### src/rtl/bsa_pkg.sv
// Shared types for the burst splitting adapter.
package bsa_pkg;
    typedef enum logic [1:0] {
        BT_INCR  = 2'd0,
        BT_WRAP  = 2'd1,
        BT_FIXED = 2'd2
    } btype_e;

    typedef enum logic [1:0] {
        ST_IDLE = 2'd0,
        ST_CMD  = 2'd1,
        ST_DATA = 2'd2
    } state_e;
endpackage

### src/rtl/bsa_plan.sv
// Sub-burst planner: from the current address and the remaining beat count,
// works out the next agent command's length, byte mask and the address after it.
// Assumes MAX_LEN is a power of two and that wrapping lengths are powers of two.
module bsa_plan #(
    parameter int ADDR_W  = 16,
    parameter int BYTES   = 4,
    parameter int MAX_LEN = 4,
    parameter int HLEN_W  = 9,
    parameter int ALEN_W  = 3
) (
    input  logic [ADDR_W-1:0]  cur_addr,
    input  logic [HLEN_W-1:0]  rem,
    input  logic [HLEN_W-1:0]  total,
    input  bsa_pkg::btype_e    btype,
    input  logic               first,
    output logic [ALEN_W-1:0]  chunk_len,
    output logic [ADDR_W-1:0]  next_addr,
    output logic               wrap_cmd,
    output logic [BYTES-1:0]   be
);
    localparam int SHIFT = $clog2(BYTES);

    logic [ADDR_W-1:0] aligned, beat_off, win_mask, next_lin;
    logic [HLEN_W-1:0] room, step;
    logic [BYTES-1:0]  ones;
    int unsigned       byte_off;

    // Boundary arithmetic shared by all burst kinds.
    always_comb begin
        aligned  = cur_addr & ~ADDR_W'(BYTES - 1);
        beat_off = (cur_addr >> SHIFT) & ADDR_W'(MAX_LEN - 1);
        room     = HLEN_W'(MAX_LEN) - HLEN_W'(beat_off);
        step     = (rem < room) ? rem : room;
        win_mask = (ADDR_W'(total) * ADDR_W'(BYTES)) - ADDR_W'(1);
        next_lin = aligned + ADDR_W'(step) * ADDR_W'(BYTES);
        byte_off = 32'(cur_addr & ADDR_W'(BYTES - 1));
        ones     = '1;
        be       = first ? BYTES'(ones << byte_off) : ones;
    end

    // Choose length, next address and command kind per burst type.
    always_comb begin
        chunk_len = ALEN_W'(step);
        next_addr = next_lin;
        wrap_cmd  = 1'b0;
        unique case (btype)
            bsa_pkg::BT_FIXED: begin
                chunk_len = ALEN_W'(1);
                next_addr = cur_addr;
            end
            bsa_pkg::BT_WRAP: begin
                if (first && (total <= HLEN_W'(MAX_LEN))) begin
                    chunk_len = ALEN_W'(total);
                    next_addr = cur_addr;
                    wrap_cmd  = 1'b1;
                end else begin
                    next_addr = (aligned & ~win_mask) | (next_lin & win_mask);
                end
            end
            default: ;
        endcase
    end
endmodule

### src/rtl/bsa_beat.sv
// Beat path: counts the beats of the active agent command, forwards write and
// read beats with their handshakes, and marks command and burst ends.
// Assumes load only happens while no data phase is active.
module bsa_beat #(
    parameter int DATA_W = 32,
    parameter int ALEN_W = 3
) (
    input  logic              clk,
    input  logic              rst_n,
    input  logic              load,
    input  logic [ALEN_W-1:0] load_len,
    input  logic              active,
    input  logic              is_write,
    input  logic              rem_zero,
    input  logic              h_wvalid,
    input  logic [DATA_W-1:0] h_wdata,
    output logic              h_wready,
    output logic              a_wvalid,
    output logic [DATA_W-1:0] a_wdata,
    output logic              a_wlast,
    input  logic              a_wready,
    input  logic              a_rvalid,
    input  logic [DATA_W-1:0] a_rdata,
    output logic              a_rready,
    output logic              h_rvalid,
    output logic [DATA_W-1:0] h_rdata,
    output logic              h_rlast,
    input  logic              h_rready,
    output logic              sub_done
);
    logic [ALEN_W-1:0] cnt;
    logic              beat, last_beat;

    // Handshake forwarding and end-of-command detection.
    always_comb begin
        a_wvalid  = active && is_write && h_wvalid;
        h_wready  = active && is_write && a_wready;
        a_wdata   = h_wdata;
        h_rvalid  = active && !is_write && a_rvalid;
        a_rready  = active && !is_write && h_rready;
        h_rdata   = a_rdata;
        beat      = is_write ? (a_wvalid && a_wready) : (h_rvalid && h_rready);
        last_beat = (cnt == ALEN_W'(1));
        a_wlast   = a_wvalid && last_beat;
        h_rlast   = h_rvalid && last_beat && rem_zero;
        sub_done  = beat && last_beat;
    end

    // Beats left in the current agent command.
    always_ff @(posedge clk) begin
        if (!rst_n)     cnt <= '0;
        else if (load)  cnt <= load_len;
        else if (beat)  cnt <= cnt - ALEN_W'(1);
    end
endmodule

### src/rtl/burst_split_adapter.sv
// Burst splitting adapter top: accepts one host burst at a time, issues it as
// agent-legal commands one after another, and holds lock for the whole burst.
// Assumes one host burst outstanding and host lengths of 1 to 256.
module burst_split_adapter #(
    parameter int ADDR_W  = 16,
    parameter int BYTES   = 4,
    parameter int MAX_LEN = 4,
    localparam int DATA_W = 8 * BYTES,
    localparam int HLEN_W = 9,
    localparam int ALEN_W = $clog2(MAX_LEN + 1)
) (
    input  logic              clk,
    input  logic              rst_n,
    input  logic              h_cmd_valid,
    output logic              h_cmd_ready,
    input  logic [ADDR_W-1:0] h_addr,
    input  logic [HLEN_W-1:0] h_len,
    input  logic [1:0]        h_btype,
    input  logic              h_write,
    input  logic              h_wvalid,
    output logic              h_wready,
    input  logic [DATA_W-1:0] h_wdata,
    output logic              h_rvalid,
    input  logic              h_rready,
    output logic [DATA_W-1:0] h_rdata,
    output logic              h_rlast,
    output logic              lock,
    output logic              a_cmd_valid,
    input  logic              a_cmd_ready,
    output logic [ADDR_W-1:0] a_addr,
    output logic [ALEN_W-1:0] a_len,
    output logic              a_wrap,
    output logic              a_write,
    output logic [BYTES-1:0]  a_be,
    output logic              a_wvalid,
    input  logic              a_wready,
    output logic [DATA_W-1:0] a_wdata,
    output logic              a_wlast,
    input  logic              a_rvalid,
    output logic              a_rready,
    input  logic [DATA_W-1:0] a_rdata
);
    import bsa_pkg::*;

    state_e            state;
    btype_e            btype_q;
    logic [ADDR_W-1:0] cur_addr, next_addr;
    logic [HLEN_W-1:0] rem, total;
    logic              wr_q, first;
    logic              cmd_fire, sub_done;

    bsa_plan #(
        .ADDR_W(ADDR_W), .BYTES(BYTES), .MAX_LEN(MAX_LEN),
        .HLEN_W(HLEN_W), .ALEN_W(ALEN_W)
    ) u_plan (
        .cur_addr (cur_addr),
        .rem      (rem),
        .total    (total),
        .btype    (btype_q),
        .first    (first),
        .chunk_len(a_len),
        .next_addr(next_addr),
        .wrap_cmd (a_wrap),
        .be       (a_be)
    );

    bsa_beat #(.DATA_W(DATA_W), .ALEN_W(ALEN_W)) u_beat (
        .clk     (clk),
        .rst_n   (rst_n),
        .load    (cmd_fire),
        .load_len(a_len),
        .active  (state == ST_DATA),
        .is_write(wr_q),
        .rem_zero(rem == '0),
        .h_wvalid(h_wvalid),
        .h_wdata (h_wdata),
        .h_wready(h_wready),
        .a_wvalid(a_wvalid),
        .a_wdata (a_wdata),
        .a_wlast (a_wlast),
        .a_wready(a_wready),
        .a_rvalid(a_rvalid),
        .a_rdata (a_rdata),
        .a_rready(a_rready),
        .h_rvalid(h_rvalid),
        .h_rdata (h_rdata),
        .h_rlast (h_rlast),
        .h_rready(h_rready),
        .sub_done(sub_done)
    );

    // Port-level decode of the controller state.
    always_comb begin
        h_cmd_ready = (state == ST_IDLE);
        lock        = (state != ST_IDLE);
        a_cmd_valid = (state == ST_CMD);
        a_addr      = cur_addr;
        a_write     = wr_q;
        cmd_fire    = a_cmd_valid && a_cmd_ready;
    end

    // Burst controller: capture, issue each command, wait for its beats.
    always_ff @(posedge clk) begin
        if (!rst_n) begin
            state    <= ST_IDLE;
            btype_q  <= BT_INCR;
            cur_addr <= '0;
            rem      <= '0;
            total    <= '0;
            wr_q     <= 1'b0;
            first    <= 1'b0;
        end else begin
            unique case (state)
                ST_IDLE: if (h_cmd_valid) begin
                    state    <= ST_CMD;
                    btype_q  <= btype_e'(h_btype);
                    cur_addr <= h_addr;
                    rem      <= h_len;
                    total    <= h_len;
                    wr_q     <= h_write;
                    first    <= 1'b1;
                end
                ST_CMD: if (cmd_fire) begin
                    state    <= ST_DATA;
                    rem      <= rem - HLEN_W'(a_len);
                    cur_addr <= next_addr;
                    first    <= 1'b0;
                end
                ST_DATA: if (sub_done) begin
                    state <= (rem == '0) ? ST_IDLE : ST_CMD;
                end
                default: state <= ST_IDLE;
            endcase
        end
    end
endmodule

### config.mk
export PLATFORM = sky130hd
export DESIGN_NAME = burst_split_adapter
export DESIGN_NICKNAME = d
export VERILOG_FILES = /design/src/rtl/bsa_pkg.sv /design/src/rtl/bsa_plan.sv /design/src/rtl/bsa_beat.sv /design/src/rtl/burst_split_adapter.sv
export SDC_FILE = /design/constraint.sdc
export NUM_CORES = 1
export LEC_CHECK = 0
export BUFFER_PORTS_ARGS = -buffer_cell sky130_fd_sc_hd__buf_2
export CAP_MARGIN = 20
export CELL_PAD_IN_SITES_DETAIL_PLACEMENT = 1
export CELL_PAD_IN_SITES_GLOBAL_PLACEMENT = 1
export CORE_UTILIZATION = 32
export DETAILED_ROUTE_END_ITERATION = 10
export GPL_TIMING_DRIVEN = 0
export MAX_ROUTING_LAYER = met4
export PLACE_DENSITY_LB_ADDON = 0.1
export SKIP_CTS_REPAIR_TIMING = 1
export SLEW_MARGIN = 20
export SYNTH_ARGS = -nofsm -noshare
export SYNTH_HDL_FRONTEND = slang
export SYNTH_HIERARCHICAL = 1
export SYNTH_SLANG_ARGS = --single-unit
### constraint.sdc
create_clock -name clk -period 4 [get_ports clk]
set_input_delay 0.6 -clock clk [delete_from_list [all_inputs] [get_ports clk]]
set_output_delay 0.6 -clock clk [all_outputs]
set_load 0.01 [all_outputs]
### Word-level counts from Yosys, hierarchy flattened

Index checks and enable logic that the tools add are counted.
W data, S select, Z words.

* flip-flop bits (word level): 43
* input bits: 100
* output and inout port bits: 98
* word-level logic and storage cells: 79

* add/sub/neg operators: 5
* magnitude comparators: 2
* equal/unequal tests: 10
* shift operators: 1
* multiplexer cells: 25
* bitwise gates (word level): 4
* reductions and logical operators: 24

Operator list (number)
* $pmux W16 S2: 2
* $mux W16: 3
* $and A16 B16 Y16: 2
* $mux W9: 3
* $pmux W9 S2: 1
* $add A16 B11 Y16: 1
* $not A16 Y16: 1
* $or A16 B16 Y16: 1
* $logic_and A1 B1 Y1: 14
* $sub A11 B1 Y12 const B: 1
* $le A9 B3 Y1 const B: 1
* $logic_not A9 Y1: 1
* $lt A9 B9 Y1: 1
* $mux W3: 3
* $sub A9 B3 Y9: 1
* $mux W1: 6
* $mux W2: 3
* $ne A2 B2 Y1 const B: 3
* $pmux W2 S3: 1
* $pmux W3 S2: 1
* $reduce_and A3 Y1: 2
* $reduce_bool A2 Y1: 3
* $reduce_and A5 Y1: 1
* $eq A2 B1 Y1 const B: 2
* other kinds (12): 13

### Depth between registers and ports, before layout

Gate-level depths: netlist (run 1).

* word-level depth: 10
* depth in mapped cells: 18
* depth with buffers taken out: 18

### Cells and area by module

The synthesis (run 1) kept the hierarchy.

Modules (own cells, without submodules)
* burst_split_adapter: times used 1, cells each 246, area each 1915.6 um2, sequential area each 800.8 um2
* bsa_plan: times used 1, cells each 187, area each 1292.5 um2, sequential area each 0.0 um2
* bsa_beat: times used 1, cells each 102, area each 775.7 um2, sequential area each 60.1 um2

### Worst setup path after synthesis (run 1)

Ideal clock, no wire load.

* path kind: flip-flop to flip-flop
* start: register cur_addr[3] (netlist: a_addr[3])
* end: register cur_addr[15] (netlist: a_addr[15])
* setup time: 0.091 ns
* arrival time: 3.680 ns
* data required time: 3.909 ns
* setup slack: 0.229 ns
* stages on the path, launching flop included: 16
* path buffers: 0
* clock period less this slack: 3.771 ns
* cell sequence: dfxtp_1 -> inv_1 -> ha_1 -> inv_1 -> ha_1 -> nand4bb_1 -> o2111ai_1 -> mux2_2 -> ha_1 -> o211ai_1 -> o21ai_0 -> a31oi_1 -> or4_1 -> a21oi_1 -> nand2_1 -> a311oi_1

* word-level cells in the longest chain between the ends: 10

Ends and longest elaborated chain
* start: declaration: line burst_split_adapter.sv:47 `logic [ADDR_W-1:0] cur_addr, next_addr;`
* start signal: assignment: line burst_split_adapter.sv:117 `cur_addr <= h_addr;`
* start signal: assignment: line burst_split_adapter.sv:126 `cur_addr <= next_addr;`
* $sub A3 B2 Y4: line bsa_plan.sv:32 `room = HLEN_W'(MAX_LEN) - HLEN_W'(beat_off);`
* $lt A9 B9 Y1: line bsa_plan.sv:33 `step = (rem < room) ? rem : room;`
* $mux W9: line bsa_plan.sv:33
* $add A16 B11 Y16 (*): line bsa_plan.sv:35 `next_lin = aligned + ADDR_W'(step) * ADDR_W'(BYTES);`
* $and A16 B16 Y16: line bsa_plan.sv:57 `next_addr = (aligned & ~win_mask) | (next_lin & win_mask);`
* $or A16 B16 Y16: line bsa_plan.sv:57
* $mux W16: line bsa_plan.sv:52 `if (first && (total <= HLEN_W'(MAX_LEN))) begin`
* $pmux W16 S2 (*): line bsa_plan.sv:46 `unique case (btype)`
* net next_addr[15]: line burst_split_adapter.sv:47
* $mux W16 (*): line burst_split_adapter.sv:123 `ST_CMD: if (cmd_fire) begin`
* $pmux W16 S2 (*): line burst_split_adapter.sv:113 `unique case (state)`

Mark *: on every way through the listed nets, which the timed path passes. The rest lies on a longest branch. The select of a mux whose other input is x is not followed.
A chain may end at the register's enable or synchronous reset.

### Final worst setup path (run 1)

* start: register cur_addr[3] (netlist: a_addr[3])
* end: register cur_addr[12] (netlist: a_addr[12])

The elaborated chain is that of the path after synthesis.

==> flow_metrics.py, run 1 <==
metrics = {
    "run_status": {
        "outcome": "completed",
    },
    "cells_and_area": {
        "syn_to_final_growth_pct": 29.5,
        "storage_cell_area_um2": 868,
        "finalNetCount": 803,
        "num_antenna_cells": 0,
        "multi_input_area_um2": 2560,
        "n_fill_cell": 1550,
        "drive_gt1_frac": 0.379,
        "layout.cells.non_filler": 849,
    },
    "min_path": {
        "whs_path_depth": 2,
        "worstHoldPathType": "reg -> reg",
    },
    "timing": {
        "final_period_minus_worst_setup_slack_ps": 3820,
        "setup-violations-final": 0,
        "hold_viol": 0,
        "maxSlewViolCount": 0,
        "slew-limit-headroom": 0.374,
        "timing.hold.ws_ps": 484,
        "clock-skew-final_ps": 4.67,
        "transition_time_of_the_tightest_slew_check_pin_ps": 932,
        "final_setup_slack_of_the_worst_path_ps": 185,
        "period_share": 0.954,
        "finalSetupTns_ps": 0,
        "maximum_clock_frequency_mhz": 262,
    },
    "detailed_routing": {
        "route.antenna.remaining_nets": 0,
        "avgViaCountPerCell": 5.08,
        "firstDrtPassIters": 4,
        "post-route-drc-count": 0,
        "route.detailed.wl_per_inst_um": 16.1,
        "totalWireLength_um": 13600,
        "drt_iter0_markers": 186,
        "detailroute.via_count": 4316,
    },
    "place": {
        "place_congestion": 0.871,
        "place.port_buffers": 132,
        "dp_cells": 840,
        "post-place-ws_ps": -428,
        "hpwlAfterDp_um": 11100,
    },
    "floorplanning": {
        "initial_utilization": 0.330,
        "placement_rows": 40,
        "core_um2": 12100,
        "num_io_pins": 198,
        "die_height_um": 114,
        "die-width_um": 114,
        "die-area_um2": 12900,
    },
    "logic_synthesis": {
        "sequential_to_total_area_share_from_yosys_stat": 0.216,
        "yosysMostFrequentCell": "nand2_1",
        "synthesis.area_per_instance_um2": 7.45,
        "yosys-top-cells-count": "nand2_1, buf_4, dfxtp_1",
        "yosysUniqueCellTypes": 71,
        "synth-seq-cells": 43,
        "async_reset_ff_frac": 0,
        "mappedNetlistArea_um2": 3980,
        "yosysWarnings": 6,
        "synth-edff-count": 0,
        "synthDominantAreaCellType": "dfxtp_1",
        "postSynthCellCount": 535,
        "synth_top_area_share": 0.216,
        "synth.area.top_cells": "dfxtp_1, buf_4, nand2_1",
        "synth_ff_type": "dfxtp_1",
    },
    "run": {
        "drv.max_cap_violation_count": 0,
    },
    "clock_network": {
        "cts_inserted_buffers": 5,
        "clk-insertion-delay-late_ps": 300,
        "cts.sink_count": 43,
        "cts.root.buffer_cell": "clkbuf_16",
        "max-clock-path-buffers": 2,
        "cts_tree": "yes",
        "clock_tree.htree_level_count": 2,
        "clock_pin_slew_on_the_worst_setup_and_hold_paths_ps": 70,
    },
    "global_routing": {
        "grt_max_degree": 16,
        "number_of_antenna_violations_at_the_first_check_in_global_routing": 0,
        "first_global_vias": 4133,
        "grt_use_total": 0.210,
        "grt_pass1_wl_um": 20700,
        "overflow": 0,
    },
    "power": {
        "worst_ir_drop_vdd_uv": 150,
        "leakage_nw": 2.41,
        "cellPowerDensity_nw_per_um2": 363,
    },
    "worst_setup_path": {
        "critPathCapture": "a_addr[12]",
        "r2r_cells": 17,
        "timing.setup.critical_path_class": "reg -> reg",
        "capturing_element_type_of_the_critical_path": "flip-flop",
        "crit_path_max_fanout": 6,
        "worst_setup_path_startpoint": "a_addr[3]",
        "cp_data_arrival_time_ps": 4030,
        "launching_point_of_the_worst_reg2reg_path": "a_addr[3]",
        "critPathLaunchType": "flip-flop",
        "worst_path_max_delay_cell": "or4b_1",
        "reg2reg_to": "a_addr[12]",
        "cp_cell_sequence": "inv_1 > ha_1 > inv_1 > ha_1 > nand4bb_1 > a41oi_2 > nor2_1 > ha_1 > inv_1 > fa_1 > nand2b_4 > a21oi_2 > o22ai_2 > or4b_1 > a21oi_2 > nand2_1 > a311oi_2",
        "critical_path.max_stage_delay_ps": 500,
        "worstPathRequired_ps": 4210,
        "rrSetupSlack_ps": 180,
    },
}
==> stage by stage <==
stage / cell area (µm²) / power [mW] / utilization
4_1_cts: 5020 / 1.83 / 0.416
3_3_place_gp: 4870 / 1.37 / 0.404
5_1_grt: 5160 / 2.01 / 0.428
6_report: 5160 / 1.87 / 0.428
2_1_floorplan: 4000 / 1.12 / -
3_5_place_dp: 4870 / 1.39 / 0.404
==> layout by cell type, fill, tap and decap left out, types with 4 or more instances in the layout <==
master,instances
a21o_1,5
a21oi_1,34
a21oi_2,4
a311oi_1,15
a31oi_1,4
and2_1,4
buf_2,140
buf_4,67
clkbuf_1,8
clkbuf_16,5
conb_1,7
dfxtp_1,41
ha_1,20
inv_1,25
nand2_1,79
nand2b_1,11
nand3_1,11
nand4_1,5
nor2_1,42
nor2b_1,9
nor3_1,5
o211ai_1,11
o21a_1,4
o21ai_0,18
o21ai_1,4
o31ai_1,4
xnor2_1,6
xor2_1,7
==> sequential cells by signal, indices dropped and copies added (netlist names) <==
register and count:
a_addr 16, rem 9, total 9, u_beat/cnt 3
btype_q 2, state 2, a_write 1, first 1
==> critical path, delay by kind of cell, from the launching register on <==
family                     cells  cell delay [ps]
and+or+nand+nor                5             1110
buffers and inverters          3              190
AOI/OAI and AO/OA              5              850
adders and majority gates      4             1190
DFF                            1              380
==> cell type report <==
cell class,instances,area share
tap,168,0.0407
clock buffer,5,0.0242
multi-input combinational,384,0.496
clock inverter,3,0.00461
sequential,43,0.168
inverter,27,0.0199
buffer,86,0.117
timing repair buffer,133,0.129
==> layer usage <==
metal / vias to the layer above / global-route usage / part of all wire
met5: - / - / 0
met4: 0 / 0.0684 / 0.013
met3: 12 / 0.0244 / 0.034
met2: 103 / 0.368 / 0.51
met1: 2077 / 0.251 / 0.44
li1: 2124 / - / -
==> worst min path at each step <==
stage	startpoint	end
2_1_floorplan	btype_q[1]	btype_q[1]
3_3_place_gp	btype_q[0]	btype_q[0]
3_5_place_dp	btype_q[0]	btype_q[0]
4_1_cts	btype_q[0]	btype_q[0]
5_1_grt	btype_q[0]	btype_q[0]
6_report	btype_q[0]	btype_q[0]
==> cell families (layout without fill, tap and decap cells) <==
group                      count (synthesis)  after routing  share of synthesized area
xor gates and xnor gates                  13             13                     0.0286
AOI/OAI and AO/OA                        136            136                      0.233
muxes                                      6              6                     0.0166
adders and majority gates                 23             23                     0.0760
other                                      2              7                    0.00189
and+or+nand+nor                          199            199                      0.251
buffers and inverters                    113            254                      0.177
DFF                                       43             43                      0.216
==> where the power goes <==
group | switching [mW] | internal (mW)
clock network | 0.199 | 0.234
registers | 0.0719 | 0.472
logic | 0.491 | 0.406
(Power assumes the default switching activity.)
==> run 2, diff against run 1 <==
--- a/config.mk
+++ b/config.mk
@@ -5,6 +5,7 @@
 export SDC_FILE = /design/constraint.sdc
 export NUM_CORES = 1
 export LEC_CHECK = 0
+export ABC_AREA = 1
 export BUFFER_PORTS_ARGS = -buffer_cell sky130_fd_sc_hd__buf_2
 export CAP_MARGIN = 20
 export CELL_PAD_IN_SITES_DETAIL_PLACEMENT = 1
==> constraint.sdc (replaced) <==
create_clock -name clk -period 4 [get_ports clk]
set_input_delay 0.8 -clock clk [delete_from_list [all_inputs] [get_ports clk]]
set_output_delay 0.8 -clock clk [all_outputs]
set_load 0.01 [all_outputs]
==> flow_metrics.py, run 2 <==
metrics = {
    "timing": {
        "clock-skew-final_ps": 5.76,
        "final_period_minus_worst_setup_slack_ps": 3560,
        "final_setup_slack_of_the_worst_path_ps": 440,
        "slew-limit-headroom": 0.504,
        "finalSetupTns_ps": 0,
        "grt_setup_unrepaired": "no",
        "period_share": 0.890,
        "maximum_clock_frequency_mhz": 281,
        "transition_time_of_the_tightest_slew_check_pin_ps": 745,
        "hold_viol": 0,
        "maxSlewViolCount": 0,
        "setup-violations-final": 0,
    },
    "logic_synthesis": {
        "synth.area.top_cells": "dfxtp_1, nand2_1, buf_4",
        "synth_top_area_share": 0.195,
        "synth_ff_type": "dfxtp_1",
        "synth-seq-cells": 43,
        "yosys-top-cells-count": "nand2_1, inv_1, nor2_1",
        "synth-edff-count": 0,
        "yosysWarnings": 6,
        "synthDominantAreaCellType": "dfxtp_1",
        "synthesis.area_per_instance_um2": 5.93,
        "async_reset_ff_frac": 0,
        "yosysMostFrequentCell": "nand2_1",
        "yosysUniqueCellTypes": 38,
        "postSynthCellCount": 745,
        "sequential_to_total_area_share_from_yosys_stat": 0.195,
        "mappedNetlistArea_um2": 4420,
    },
    "cells_and_area": {
        "layout.cells.most_common": "nand2_1",
        "drive_gt1_frac": 0.273,
        "design_area_um2": 5470,
        "syn_to_final_growth_pct": 23.8,
        "max_ffs_per_register": 16,
        "n_fill_cell": 1874,
        "layout.cells.non_filler": 1065,
        "post_layout_utilization_of_the_core": 0.410,
        "finalNetCount": 1012,
        "num_antenna_cells": 0,
        "layout_common_cells": "nand2_1, buf_2, inv_1",
    },
    "run": {
        "drv.max_cap_violation_count": 0,
    },
    "global_routing": {
        "grt_pass1_wl_um": 25800,
        "grt_max_degree": 14,
        "first_global_vias": 5199,
        "grt_use_total": 0.234,
        "number_of_antenna_violations_at_the_first_check_in_global_routing": 0,
        "overflow": 0,
    },
    "worst_setup_path": {
        "cp_data_arrival_time_ps": 3790,
        "crit_buf_inv": 4,
        "rrSetupSlack_ps": 440,
        "critPathLaunchType": "flip-flop",
        "cp_cell_sequence": "inv_1 > ha_1 > inv_1 > ha_1 > o21ai_0 > nand2_1 > nand2_1 > nand2_2 > nor2_1 > a21oi_2 > ha_2 > inv_1 > fa_1 > inv_1 > nand3_1 > nand2_1 > nand3_1 > nand3_1 > nand2_1 > nand2_1 > nor2_1 > a21oi_1 > nand2_1 > a31oi_1",
        "crit_path_max_fanout": 6,
        "worst_path_max_delay_cell": "dfxtp_2",
        "crit_path_frequent_cell": "nand2_1",
        "cp_top_family": "adder cells",
        "critical_path.max_stage_delay_ps": 400,
        "worstPathRequired_ps": 4230,
        "timing.setup.critical_path_class": "reg -> reg",
        "capturing_element_type_of_the_critical_path": "flip-flop",
    },
    "clock_network": {
        "clk-insertion-delay-late_ps": 300,
        "max-clock-path-buffers": 2,
        "cts.sink_count": 43,
        "cts.root.buffer_cell": "clkbuf_16",
        "cts_inserted_buffers": 5,
        "clock_pin_slew_on_the_worst_setup_and_hold_paths_ps": 70,
        "clock_tree.htree_level_count": 2,
        "cts_tree": "yes",
    },
    "floorplanning": {
        "placement_rows": 42,
        "num_io_pins": 198,
        "die-width_um": 120,
        "die-area_um2": 14300,
        "initial_utilization": 0.331,
        "core_um2": 13300,
        "die_height_um": 120,
    },
    "detailed_routing": {
        "routed.top_layer": "met4",
        "firstDrtPassIters": 4,
        "met3WireLength_um": 793,
        "totalWireLength_um": 16000,
        "detailroute.via_count": 5155,
        "avgViaCountPerCell": 4.84,
        "route.met2.wl_um": 8050,
        "drt_iter0_markers": 220,
        "drt-met1-wl_um": 6870,
        "route.antenna.remaining_nets": 0,
        "route.detailed.wl_per_inst_um": 15.0,
        "post-route-drc-count": 0,
    },
    "place": {
        "dpl_cell_area_um2": 5320,
        "hpwlAfterDp_um": 13100,
        "post-place-ws_ps": 222,
        "place_congestion": 0.877,
        "dp_cells": 1058,
        "place.port_buffers": 132,
    },
    "min_path": {
        "worstHoldPathType": "reg -> reg",
    },
    "run_status": {
        "outcome": "completed",
    },
    "power": {
        "leakage_nw": 2.96,
        "cellPowerDensity_nw_per_um2": 397,
        "worst_ir_drop_vdd_uv": 175,
    },
}
run 2: changes by cell type after synthesis, moves of 10 or more:
| cell | change |
|---|---|
| o21ai_0 | +11 |
| nand2b_1 | -12 |
| a31oi_1 | +13 |
| nand3_1 | +32 |
| o21ai_1 | +18 |
| inv_1 | +75 |
| a21oi_1 | +19 |
| nor2_1 | +35 |
| a311oi_1 | -17 |
| nand2_1 | +115 |
| o211ai_1 | -10 |
run 2: through the flow:
step                      total power [mW]  hold WS, ps
after global placement                1.69          468
after global routing                  2.36          519
after CTS                             2.17          500
after detailed placement              1.74          490
final                                 2.17          498
after floorplan                       1.38          455
run 2: cell type report:
type                       instances  area, µm²  area share
multi-input combinational        519       2590       0.473
tap                              176        220      0.0403
clock inverter                     2       13.8     0.00252
timing repair buffer             132        661       0.121
inverter                         102        383      0.0700
clock buffer                       5        125      0.0229
sequential                        43        863       0.158
buffer                            86        614       0.112
run 2: logic make-up (layout without fill, tap and decap cells):
family | count (synthesis) | in the layout | share of synthesized area
DFF | 43 | 43 | 0.195
muxes | 1 | 1 | 0.00255
buffers and inverters | 188 | 327 | 0.226
AOI/OAI and AO/OA | 135 | 135 | 0.163
xor gates and xnor gates | 6 | 6 | 0.0119
and+or+nand+nor | 347 | 347 | 0.332
adders and majority gates | 23 | 23 | 0.0685
other | 2 | 7 | 0.00170
run 2: worst paths after layout:
| check | from | endpoint | depth (start not counted) |
|---|---|---|---|
| max | a_addr[3] | a_addr[14] | 24 |
| min | u_beat/cnt[1] | u_beat/cnt[1] | 2 |
| max reg2reg | a_addr[3] | a_addr[14] | 24 |
| min reg2reg | u_beat/cnt[1] | u_beat/cnt[1] | 2 |
run 2: where the power goes:
part	internal [mW]	total, mW	switching, mW
Clock	0.228	0.418	0.190
Sequential	0.484	0.561	0.0766
Combinational	0.451	1.19	0.739
Total	1.16	2.17	1.01
run 2: metal layers:
layer	GRT usage	vias to the layer above
li1	-	2587
met5	-	-
met3	0.0399	16
met4	0.0617	0
met1	0.266	2410
met2	0.423	142
run 2: worst reg2reg max path, stage by stage, from the launching register on:
cell and delay [ps]:
dfxtp_2 400, inv_1 110, ha_1 310, inv_1 40, ha_1 260, o21ai_0 80, nand2_1 60, nand2_1 50
nand2_2 130, nor2_1 70, a21oi_2 160, ha_2 230, inv_1 60, fa_1 400, inv_1 110, nand3_1 70
nand2_1 160, nand3_1 120, nand3_1 90, nand2_1 60, nand2_1 60, nor2_1 40, a21oi_1 180, nand2_1 70
a31oi_1 160
==> run 3, diff against run 2 <==
--- a/config.mk
+++ b/config.mk
@@ -8,13 +8,11 @@
 export ABC_AREA = 1
 export BUFFER_PORTS_ARGS = -buffer_cell sky130_fd_sc_hd__buf_2
 export CAP_MARGIN = 20
-export CELL_PAD_IN_SITES_DETAIL_PLACEMENT = 1
-export CELL_PAD_IN_SITES_GLOBAL_PLACEMENT = 1
-export CORE_UTILIZATION = 32
+export CORE_UTILIZATION = 49
 export DETAILED_ROUTE_END_ITERATION = 10
 export GPL_TIMING_DRIVEN = 0
 export MAX_ROUTING_LAYER = met4
-export PLACE_DENSITY_LB_ADDON = 0.1
+export PLACE_DENSITY = 0.83
 export SKIP_CTS_REPAIR_TIMING = 1
 export SLEW_MARGIN = 20
 export SYNTH_ARGS = -nofsm -noshare
==> flow_metrics.py, run 3 (synthesis gave the netlist of run 2 again) <==
metrics = {
    "run_status": {
        "outcome": "completed",
    },
    "timing": {
        "maximum_clock_frequency_mhz": 280,
        "slew-limit-headroom": 0.604,
        "final_setup_slack_of_the_worst_path_ps": 433,
        "final_period_minus_worst_setup_slack_ps": 3570,
        "maxSlewViolCount": 0,
        "setup-violations-final": 0,
        "clock-skew-final_ps": 14.1,
        "hold_viol": 0,
        "finalSetupTns_ps": 0,
        "transition_time_of_the_tightest_slew_check_pin_ps": 594,
        "grt_setup_unrepaired": "no",
        "period_share": 0.892,
    },
    "cells_and_area": {
        "finalNetCount": 1012,
        "syn_to_final_growth_pct": 20.4,
        "drive_gt1_frac": 0.270,
        "layout.cells.most_common": "nand2_1",
        "n_fill_cell": 887,
        "storage_cell_area_um2": 863,
        "layout_common_cells": "nand2_1, buf_2, inv_1",
        "num_antenna_cells": 0,
        "multi_input_area_um2": 2580,
        "max_ffs_per_register": 16,
    },
    "place": {
        "post-place-ws_ps": 410,
        "place.port_buffers": 132,
        "place_congestion": 0.915,
        "hpwlAfterDp_um": 9810,
    },
    "power": {
        "power.share.combinational": 0.574,
        "sequentialPowerShare": 0.281,
        "netSwitchingPower_mw": 0.936,
        "worst_ir_drop_vdd_uv": 213,
        "share_clk_of_total_power": 0.144,
        "leakage_nw": 2.94,
        "internal_power_mw": 1.05,
        "power.switching_fraction": 0.470,
        "cellPowerDensity_nw_per_um2": 374,
    },
    "worst_setup_path": {
        "critPathLaunchType": "flip-flop",
        "timing.setup.critical_path_class": "reg -> reg",
        "crit_path_max_fanout": 6,
        "r2r_cells": 24,
        "worstPathRequired_ps": 4240,
        "reg2reg_to": "a_addr[10]",
        "capturing_element_type_of_the_critical_path": "flip-flop",
        "cp_data_arrival_time_ps": 3810,
        "launching_point_of_the_worst_reg2reg_path": "a_addr[3]",
        "rrSetupSlack_ps": 430,
    },
    "global_routing": {
        "first_global_vias": 4433,
        "number_of_antenna_violations_at_the_first_check_in_global_routing": 0,
        "grt_max_degree": 14,
        "grt_use_total": 0.266,
        "overflow": 0,
        "grt_pass1_wl_um": 20200,
    },
    "run": {
        "drv.max_cap_violation_count": 0,
    },
    "min_path": {
        "whs_path_depth": 2,
        "worst_hold_path.endpoint": "u_beat/cnt[1]",
        "worstHoldPathType": "reg -> reg",
        "holdCritStartpoint": "u_beat/cnt[1]",
    },
    "detailed_routing": {
        "avgViaCountPerCell": 5.14,
        "firstDrtPassIters": 5,
        "drt_iter0_markers": 307,
        "detailroute.via_count": 5126,
        "route.detailed.wl_per_inst_um": 12.6,
        "post-route-drc-count": 0,
        "route.antenna.remaining_nets": 0,
        "totalWireLength_um": 12600,
    },
    "floorplanning": {
        "placement_rows": 34,
        "initial_utilization": 0.507,
        "die-width_um": 97.0,
        "core_um2": 8720,
        "num_io_pins": 198,
        "die-area_um2": 9400,
        "die_height_um": 97.0,
    },
    "clock_network": {
        "clock_tree.htree_level_count": 2,
        "cts.sink_count": 43,
        "cts_tree": "yes",
        "cts.root.buffer_cell": "clkbuf_8",
        "max-clock-path-buffers": 2,
        "cts_inserted_buffers": 5,
        "clock_pin_slew_on_the_worst_setup_and_hold_paths_ps": 90,
        "clk-insertion-delay-late_ps": 310,
    },
}
==> run 3: area by class of cell <==
class,count,area share
flip-flops and latches,43,0.162
clock buffers,6,0.0136
repair buffers,132,0.124
plain buffers,86,0.115
clock inverters,2,0.00235
well taps,108,0.0254
inverters,102,0.0719
multi-input cells,519,0.485
==> run 3: through the flow <==
step	area (µm²)	power, mW	utilization	instances	hold WS (ps)
after detailed placement	5230	1.68	0.600	990	483
final	5320	1.99	0.610	998	501
after floorplan	4440	1.38	-	750	455
after global placement	5230	1.65	0.600	990	470
after global routing	5320	2.16	0.610	998	511
after CTS	5320	1.96	0.610	998	496
==> run 3: worst max-delay path by stage <==
stage / startpoint / endpoint / depth (start not counted) / slack (ps)
floorplan: a_addr[3] / a_addr[8] / 24 / 800
global placement: a_addr[3] / a_addr[10] / 24 / 450
detailed placement: a_addr[3] / a_addr[10] / 24 / 410
CTS: a_addr[3] / a_addr[10] / 24 / 370
global route: a_addr[3] / a_addr[10] / 24 / 10
finish: a_addr[3] / a_addr[10] / 24 / 430
==> run 3: per-layer routing <==
metal / vias up / track usage / share of wire
li1: 2587 / - / -
met1: 2290 / 0.328 / 0.44
met2: 221 / 0.446 / 0.46
met3: 28 / 0.0462 / 0.078
met4: 0 / 0.0723 / 0.020
met5: - / - / 0
==> run 3: critical path, stage by stage, from the launching register on <==
cell and delay, ps:
dfxtp_2 400, inv_1 100, ha_1 300, inv_1 40, ha_1 260, o21ai_0 70, nand2_1 70, nand2_1 50
nand2_1 160, nor2_1 60, a21oi_1 210, ha_1 240, inv_1 60, fa_1 420, inv_1 90, nand3_1 70
nand2_1 150, nand2_1 100, nand3b_1 110, nand2_1 60, nand2_1 60, nand3_1 60, a21oi_1 130, nand2_1 60
a31oi_1 150
==> run 3: power by group through the flow <==
| stage | Clock (mW) | Combinational (mW) | Sequential, mW |
|---|---|---|---|
| final | 0.288 | 1.14 | 0.559 |
| after detailed placement | 0 | 1.11 | 0.567 |
| after CTS | 0.287 | 1.12 | 0.557 |
| after floorplan | 0 | 0.824 | 0.558 |
| after global routing | 0.310 | 1.29 | 0.567 |
| after global placement | 0 | 1.09 | 0.566 |
